==> config.mk <==
export PLATFORM = sky130hd
export DESIGN_NAME = mstat_reg
export DESIGN_NICKNAME = d
export VERILOG_FILES = /design/src/rtl/mstat_pkg.sv /design/src/rtl/mstat_sync.sv /design/src/rtl/mstat_src_sel.sv /design/src/rtl/mstat_delta.sv /design/src/rtl/mstat_reg.sv
export SDC_FILE = /design/constraint.sdc
export NUM_CORES = 1
export LEC_CHECK = 0
export BUFFER_PORTS_ARGS = -buffer_cell sky130_fd_sc_hd__buf_2
export CORE_UTILIZATION = 35
export DETAILED_ROUTE_END_ITERATION = 8
export GPL_TIMING_DRIVEN = 0
export PLACE_DENSITY_LB_ADDON = 0.3
export SETUP_SLACK_MARGIN = 0.1
export SYNTH_ARGS = -nofsm -noshare
export SYNTH_HDL_FRONTEND = slang
export SYNTH_SLANG_ARGS = --single-unit
==> constraint.sdc <==
create_clock -name clk -period 1 [get_ports clk]
set_input_delay 0 -clock clk [delete_from_list [all_inputs] [get_ports clk]]
set_output_delay 0 -clock clk [all_outputs]
set_load 0.02 [all_outputs]
==> src/rtl/mstat_pkg.sv <==
package mstat_pkg;

    localparam int unsigned NLINES = 4;

    // Internal status lines, bit order matches the level nibble of the byte
    typedef struct packed {
        logic dcd;
        logic ri;
        logic dsr;
        logic cts;
    } mlines_t;

    // Modem control outputs that feed the loopback path
    typedef struct packed {
        logic out2;
        logic out1;
        logic dtr;
        logic rts;
    } mctl_t;

    // Status byte as seen by the CPU
    typedef struct packed {
        mlines_t lvl;
        mlines_t chg;
    } mstat_t;

    // Route control outputs onto the status lines for diagnostics
    function automatic mlines_t loop_map(mctl_t c);
        mlines_t r;
        r.cts = c.rts;
        r.dsr = c.dtr;
        r.ri  = c.out1;
        r.dcd = c.out2;
        return r;
    endfunction

    // Per-line change detect: any edge, except RI which counts rising only
    function automatic mlines_t change_of(mlines_t now, mlines_t was);
        mlines_t d;
        d    = now ^ was;
        d.ri = now.ri & ~was.ri;
        return d;
    endfunction

endpackage

==> src/rtl/mstat_sync.sv <==
module mstat_sync #(
    parameter int unsigned W      = 4,
    parameter int unsigned STAGES = 2
) (
    input  logic         clk,
    input  logic [W-1:0] d,
    output logic [W-1:0] q
);
    logic [W-1:0] stg [STAGES];

    always_ff @(posedge clk) begin
        stg[0] <= d;
    end

    for (genvar i = 1; i < STAGES; i++) begin : g_stage
        always_ff @(posedge clk) begin
            stg[i] <= stg[i-1];
        end
    end

    assign q = stg[STAGES-1];
endmodule

==> src/rtl/mstat_src_sel.sv <==
module mstat_src_sel
    import mstat_pkg::*;
(
    input  logic    loop_en,
    input  mlines_t ext,
    input  mctl_t   ctl,
    output mlines_t lvl
);
    always_comb begin
        if (loop_en) lvl = loop_map(ctl);
        else         lvl = ext;
    end
endmodule

==> src/rtl/mstat_delta.sv <==
module mstat_delta
    import mstat_pkg::*;
(
    input  logic    clk,
    input  logic    rst,
    input  mlines_t lvl,
    input  logic    rd_clr,
    output mlines_t flags,
    output mlines_t chg
);
    mlines_t prev_q;
    mlines_t flags_q;
    mlines_t kept;

    assign chg = change_of(lvl, prev_q);

    always_comb begin
        kept = rd_clr ? '0 : flags_q;
    end

    always_ff @(posedge clk) begin
        prev_q <= lvl;
        if (rst) flags_q <= '0;
        else     flags_q <= kept | chg;
    end

    assign flags = flags_q;
endmodule

==> src/rtl/mstat_reg.sv <==
module mstat_reg
    import mstat_pkg::*;
#(
    parameter int unsigned SYNC_STAGES = 2
) (
    input  logic       clk,
    input  logic       rst,
    input  logic       pin_cts,
    input  logic       pin_dsr,
    input  logic       pin_ri,
    input  logic       pin_dcd,
    input  logic       mcr_dtr,
    input  logic       mcr_rts,
    input  logic       mcr_out1,
    input  logic       mcr_out2,
    input  logic       mcr_loop,
    input  logic       ien_modem,
    input  logic       rd_stb,
    output logic [7:0] rd_data,
    output logic       irq
);
    mlines_t pin_vec;
    mlines_t pin_sync;
    mlines_t lvl;
    mlines_t flags;
    mlines_t chg;
    mctl_t   ctl;
    mstat_t  stat;

    assign pin_vec = '{dcd: pin_dcd, ri: pin_ri, dsr: pin_dsr, cts: pin_cts};
    assign ctl     = '{out2: mcr_out2, out1: mcr_out1, dtr: mcr_dtr, rts: mcr_rts};

    mstat_sync #(.W(NLINES), .STAGES(SYNC_STAGES)) u_sync (
        .clk (clk),
        .d   (pin_vec),
        .q   (pin_sync)
    );

    mstat_src_sel u_sel (
        .loop_en (mcr_loop),
        .ext     (pin_sync),
        .ctl     (ctl),
        .lvl     (lvl)
    );

    mstat_delta u_dlt (
        .clk    (clk),
        .rst    (rst),
        .lvl    (lvl),
        .rd_clr (rd_stb),
        .flags  (flags),
        .chg    (chg)
    );

    assign stat    = '{lvl: lvl, chg: flags};
    assign rd_data = stat;
    assign irq     = ien_modem & (|flags);
endmodule

=== Yosys cells after proc, flatten, opt, wreduce, memory -nomap -nowiden ===
Memories as Yosys holds them, arrays and structs flattened.
Cells that the tools add are included.
W data, S select, Z words.

* Register bits after elaboration: 8
* Bits in writable memories: 8
* Input bits: 13
* Output and inout bits: 9
* Logic and storage cells: 17
* Memories kept: 1

* Muxes and demuxes: 2
* Bitwise logic cells: 5
* Reductions and logical operators: 1

{| class="wikitable"
|+ Memory list
! name !! words !! bits a word !! rd ports !! clocked after memory_dff !! wr ports !! line !! RTL
|-
| u_sync.stg || 2 || 4 || 2 || 0 || 2 || mstat_sync.sv:9 || <nowiki>logic [W-1:0] stg [STAGES];</nowiki>
|}

{| class="wikitable"
|+ Operator list
! cell !! count
|-
| $mux W4 || 2
|-
| $or A4 B4 Y4 || 1
|-
| $reduce_or A4 Y1 || 1
|-
| $xor A4 B4 Y4 || 1
|-
| $and A1 B1 Y1 || 2
|-
| $not A1 Y1 || 1
|}

=== Depth between registers and ports, before layout ===
* Depth after elaboration: 3
* Depth in mapped cells: 3
* Mapped depth without buffers: 3

=== Modules after synthesis ===
A second synthesis with hierarchy kept.

* Cell total of the unflattened synthesis: 37
* Area, all modules: 506.7 µm²

{| class="wikitable"
|+ By module, submodules not included
! module !! times used !! cells an instance !! area each (µm²) !! sequential area each (µm²)
|-
| mstat_delta || 1 || 20 || 260.2 || 160.2
|-
| mstat_sync || 1 || 12 || 190.2 || 160.2
|-
| mstat_src_sel || 1 || 4 || 45.0 || 0.0
|-
| mstat_reg || 1 || 1 || 11.3 || 0.0
|}

=== Worst setup path before layout ===
OpenSTA, ideal clock, no wires.

* Path type: reg-to-reg
* Start: register u_dlt.flags_q (netlist bit u_dlt.flags[3])
* End: register u_dlt.flags_q (netlist bit u_dlt.flags[3])
* Setup time: 0.086 ns
* Data arrival time: 0.963 ns
* Required time: 0.914 ns
* Slack: -0.049 ns
* Cell stages (with the launch flop): 4
* Buffers on the path: 0
* Clock period less this slack: 1.049 ns
* Path through: dfxtp_1 -> and2b_2 -> and2b_1 -> a211oi_1

* Longest elaborated chain between the ends: 2

{| class="wikitable"
|+ RTL lines
! what !! line !! RTL
|-
| start: declaration || mstat_delta.sv:12 || <nowiki>mlines_t flags_q;</nowiki>
|-
| start signal: assignment || mstat_delta.sv:24 || <nowiki>else flags_q <= kept | chg;</nowiki>
|-
| $mux W4 || mstat_delta.sv:18 || <nowiki>kept = rd_clr ? '0 : flags_q;</nowiki>
|-
| $or A4 B4 Y4 || mstat_delta.sv:24 ||
|}

Every way passes these cells.
A chain may end at the register's enable or synchronous reset.

=== Final worst setup path ===
* Start: register u_dlt.flags_q (netlist bit u_dlt.flags[1])
* End: output irq

* Longest elaborated chain between the ends: 2

{| class="wikitable"
|+ RTL lines
! what !! line !! RTL
|-
| $reduce_or A4 Y1 || mstat_reg.sv:57 || <nowiki>assign irq = ien_modem & (|flags);</nowiki>
|-
| $and A1 B1 Y1 || mstat_reg.sv:57 ||
|-
| end: declaration || mstat_reg.sv:20 || <nowiki>output logic irq</nowiki>
|}

Every way passes these cells.

==> run metrics <==
commonest non-fill, non-tap cells in the layout buf_2 (16), dfxtp_1 (13), buf_6 (6); Mapped Area 482 µm²; total global routing overflow 0; detailed-route DRC error count 0; placed cell areas roughly 640 µm²; Core ar. between 1000 and 1500 µm²; clk buf depth 2; cell area after layout just over 800 µm²; initial DRC count 2; initial antenna violation count 0; Antenna Cells 0; Port Buffers 21; Worst Path Arrival between 1 and 1.5 ns; die area 1530 µm²; layout net count just over 80; Power per Cell Area ~1700 nW/µm²; Reg clk slew, reported paths 0.09 ns; RSZ-0062 raised after global routing true; final core occ 63.4%; Final Hold Viols 2; Total GRT Usage 13.4%; Hold-fix buffers, CTS 5; maximum clock rate between 800 and 900 MHz; sequential fraction of the synthesis area about two thirds; Num CTS Buffers 3; VDD IR max ~1400 µV; busiest grt layer met2; Crit path required time 1.00 ns; synthesized instance count 37; first-pass GRT wire length 1.31 mm; Worst Setup Start Kind register; crit-path max cell delay 0.41 ns; largest net degree at the start of global routing 10; # rows 13; Reg2Reg Setup Slack 0.04 ns; syn_nets 50; Worst-Skew Late Latency 0.28 ns; Die W about 40 µm; total wire length 827 µm; Post-DP HPWL 563 µm; Layout Skew 0.00243 ns; CTS Sinks 16; GR Layer Usage met2 23.3%; dpl ws about 0.078 ns; DRT Pass-1 Iters 2; Final min period 1.17 ns; Hold Path Class in -> reg; Ports 22; met3 global-route usage 8.67%; Static Leak about 0.38 nW; Yosys Warn Count 0; total power 1.36 mW; layout cell share with drive strength beyond 1 63.8%; failing checks hold timing, setup timing; vias per cell 4.65; DR WL/cell between 9 and 10 µm; Die Ht 39.1 µm; Seq cells post-synth 16; vias in the first global route 353; max cap viols 0; period utilization 117%; grt met1 use 13.1%; Rel. slew slack 90.4%; commonest non-fill, non-tap cell in the layout buf_2; setup slack after layout -0.172 ns; CP Max Fanout 3; critical-path cell list o41a_1 -> buf_6; Synth Area per Inst ~13 µm²; Area Growth Syn to Fin 69.1%; Initial Utilization 37.5%; TritonCTS clock tree built; synth unique cells 11; Final Setup Violations 5; max-slew violations 0; CTS root buf clkbuf_4; H-tree depth 1; worst-margin pin slew ~0.14 ns; via count 391; Critical Path End Type primary output; worst hold margin -0.0187 ns; Crit-path slowest cell o41a_1; fill count 102; Routed Antenna Nets 0; CP Class reg -> out; Placer Congestion 0.640; status complete, but fails checks; crit-path leading delay family compound AO/OA/AOI/OAI gates; Bufs and invs on worst path 1
## cell type report
cell class	count	area, µm²	share of cell area (%)
Inverter	1	3.75	0.461
Sequential cell	16	332	40.7
Multi-Input combinational cell	20	219	26.9
Tap cell	15	18.8	2.30
Timing Repair Buffer	28	205	25.2
Clock buffer	4	36.3	4.45
## cell families after synthesis
| logic type | share of synthesized area (%) |
|---|---|
| AND/OR/NAND/NOR | 15.3 |
| flip-flops | 66.5 |
| buffers and inverters | 0.778 |
| multiplexers | 9.35 |
| AO/OA/AOI/OAI | 8.05 |
## sequential cells by signal, summed over array words and instances (netlist names)
register,flops
u_dlt.flags,4
u_dlt.prev_q,4
u_sync.stg,8
## routing by layer
layer  part of all wire [%]  vias to the layer above
li1                       -                      195
met1                     37                      179
met2                     54                       17
met3                    8.7                        0
met4                      0                        0
met5                      0                        -
## synthesized netlist by cell type
master | number | share of area, %
dfxtp_1 | 16 | 66
mux2_2 | 4 | 9.3
a211oi_1 | 3 | 4.7
and2b_1 | 3 | 4.7
and2b_2 | 3 | 5.5
nor3_1 | 3 | 3.1
a21oi_1 | 1 | 1.0
inv_1 | 1 | 0.78
nor2_1 | 1 | 0.78
nor2b_1 | 1 | 1.3
o41a_1 | 1 | 2.3
## power by group
part / switching, mW / internal (mW) / total, mW / leakage [nW]
clock: 0.185 / 0.221 / 0.407 / 0.0210
sequential: 0.0204 / 0.682 / 0.703 / 0.136
combinational: 0.111 / 0.137 / 0.247 / 0.220
total: 0.316 / 1.04 / 1.36 / 0.377
## stage by stage
step | TNS, ns | cells | hold slack, ns
finish | -0.243 | 84 | -0.0187
global route | -0.513 | 84 | -0.0256
CTS | -0.287 | 84 | -0.0248
detailed placement | 0 | 73 | 0.105
global placement | 0 | 73 | 0.102
floorplan | 0 | 37 | 0.0277
## worst register-to-register path, delay by kind of cell, from the launching register on
family	cells	cell delay [ns]
compound gates	1	0.17
flops	1	0.35
simple gates	2	0.36
## path summary, 6_finish.rpt
path,end,from,cells past startpoint
max,irq,u_dlt.flags[1],2
min,u_dlt.prev_q[2],mcr_out1,2
max reg2reg,u_dlt.flags[3],u_dlt.flags[3],3
min reg2reg,u_sync.stg[0][6],u_sync.stg[0][2],0
## what timing repair did
| item | in CTS | in global routing |
|---|---|---|
| setup buffers | 2 | 0 |
| pin swaps | 2 | 2 |
| hold endpoints to repair | 12 | 3 |
| resized for setup | 11 | 7 |
| endpoints found under the setup margin | 8 | 9 |
No activity file was read; power rests on OpenSTA's default activity.
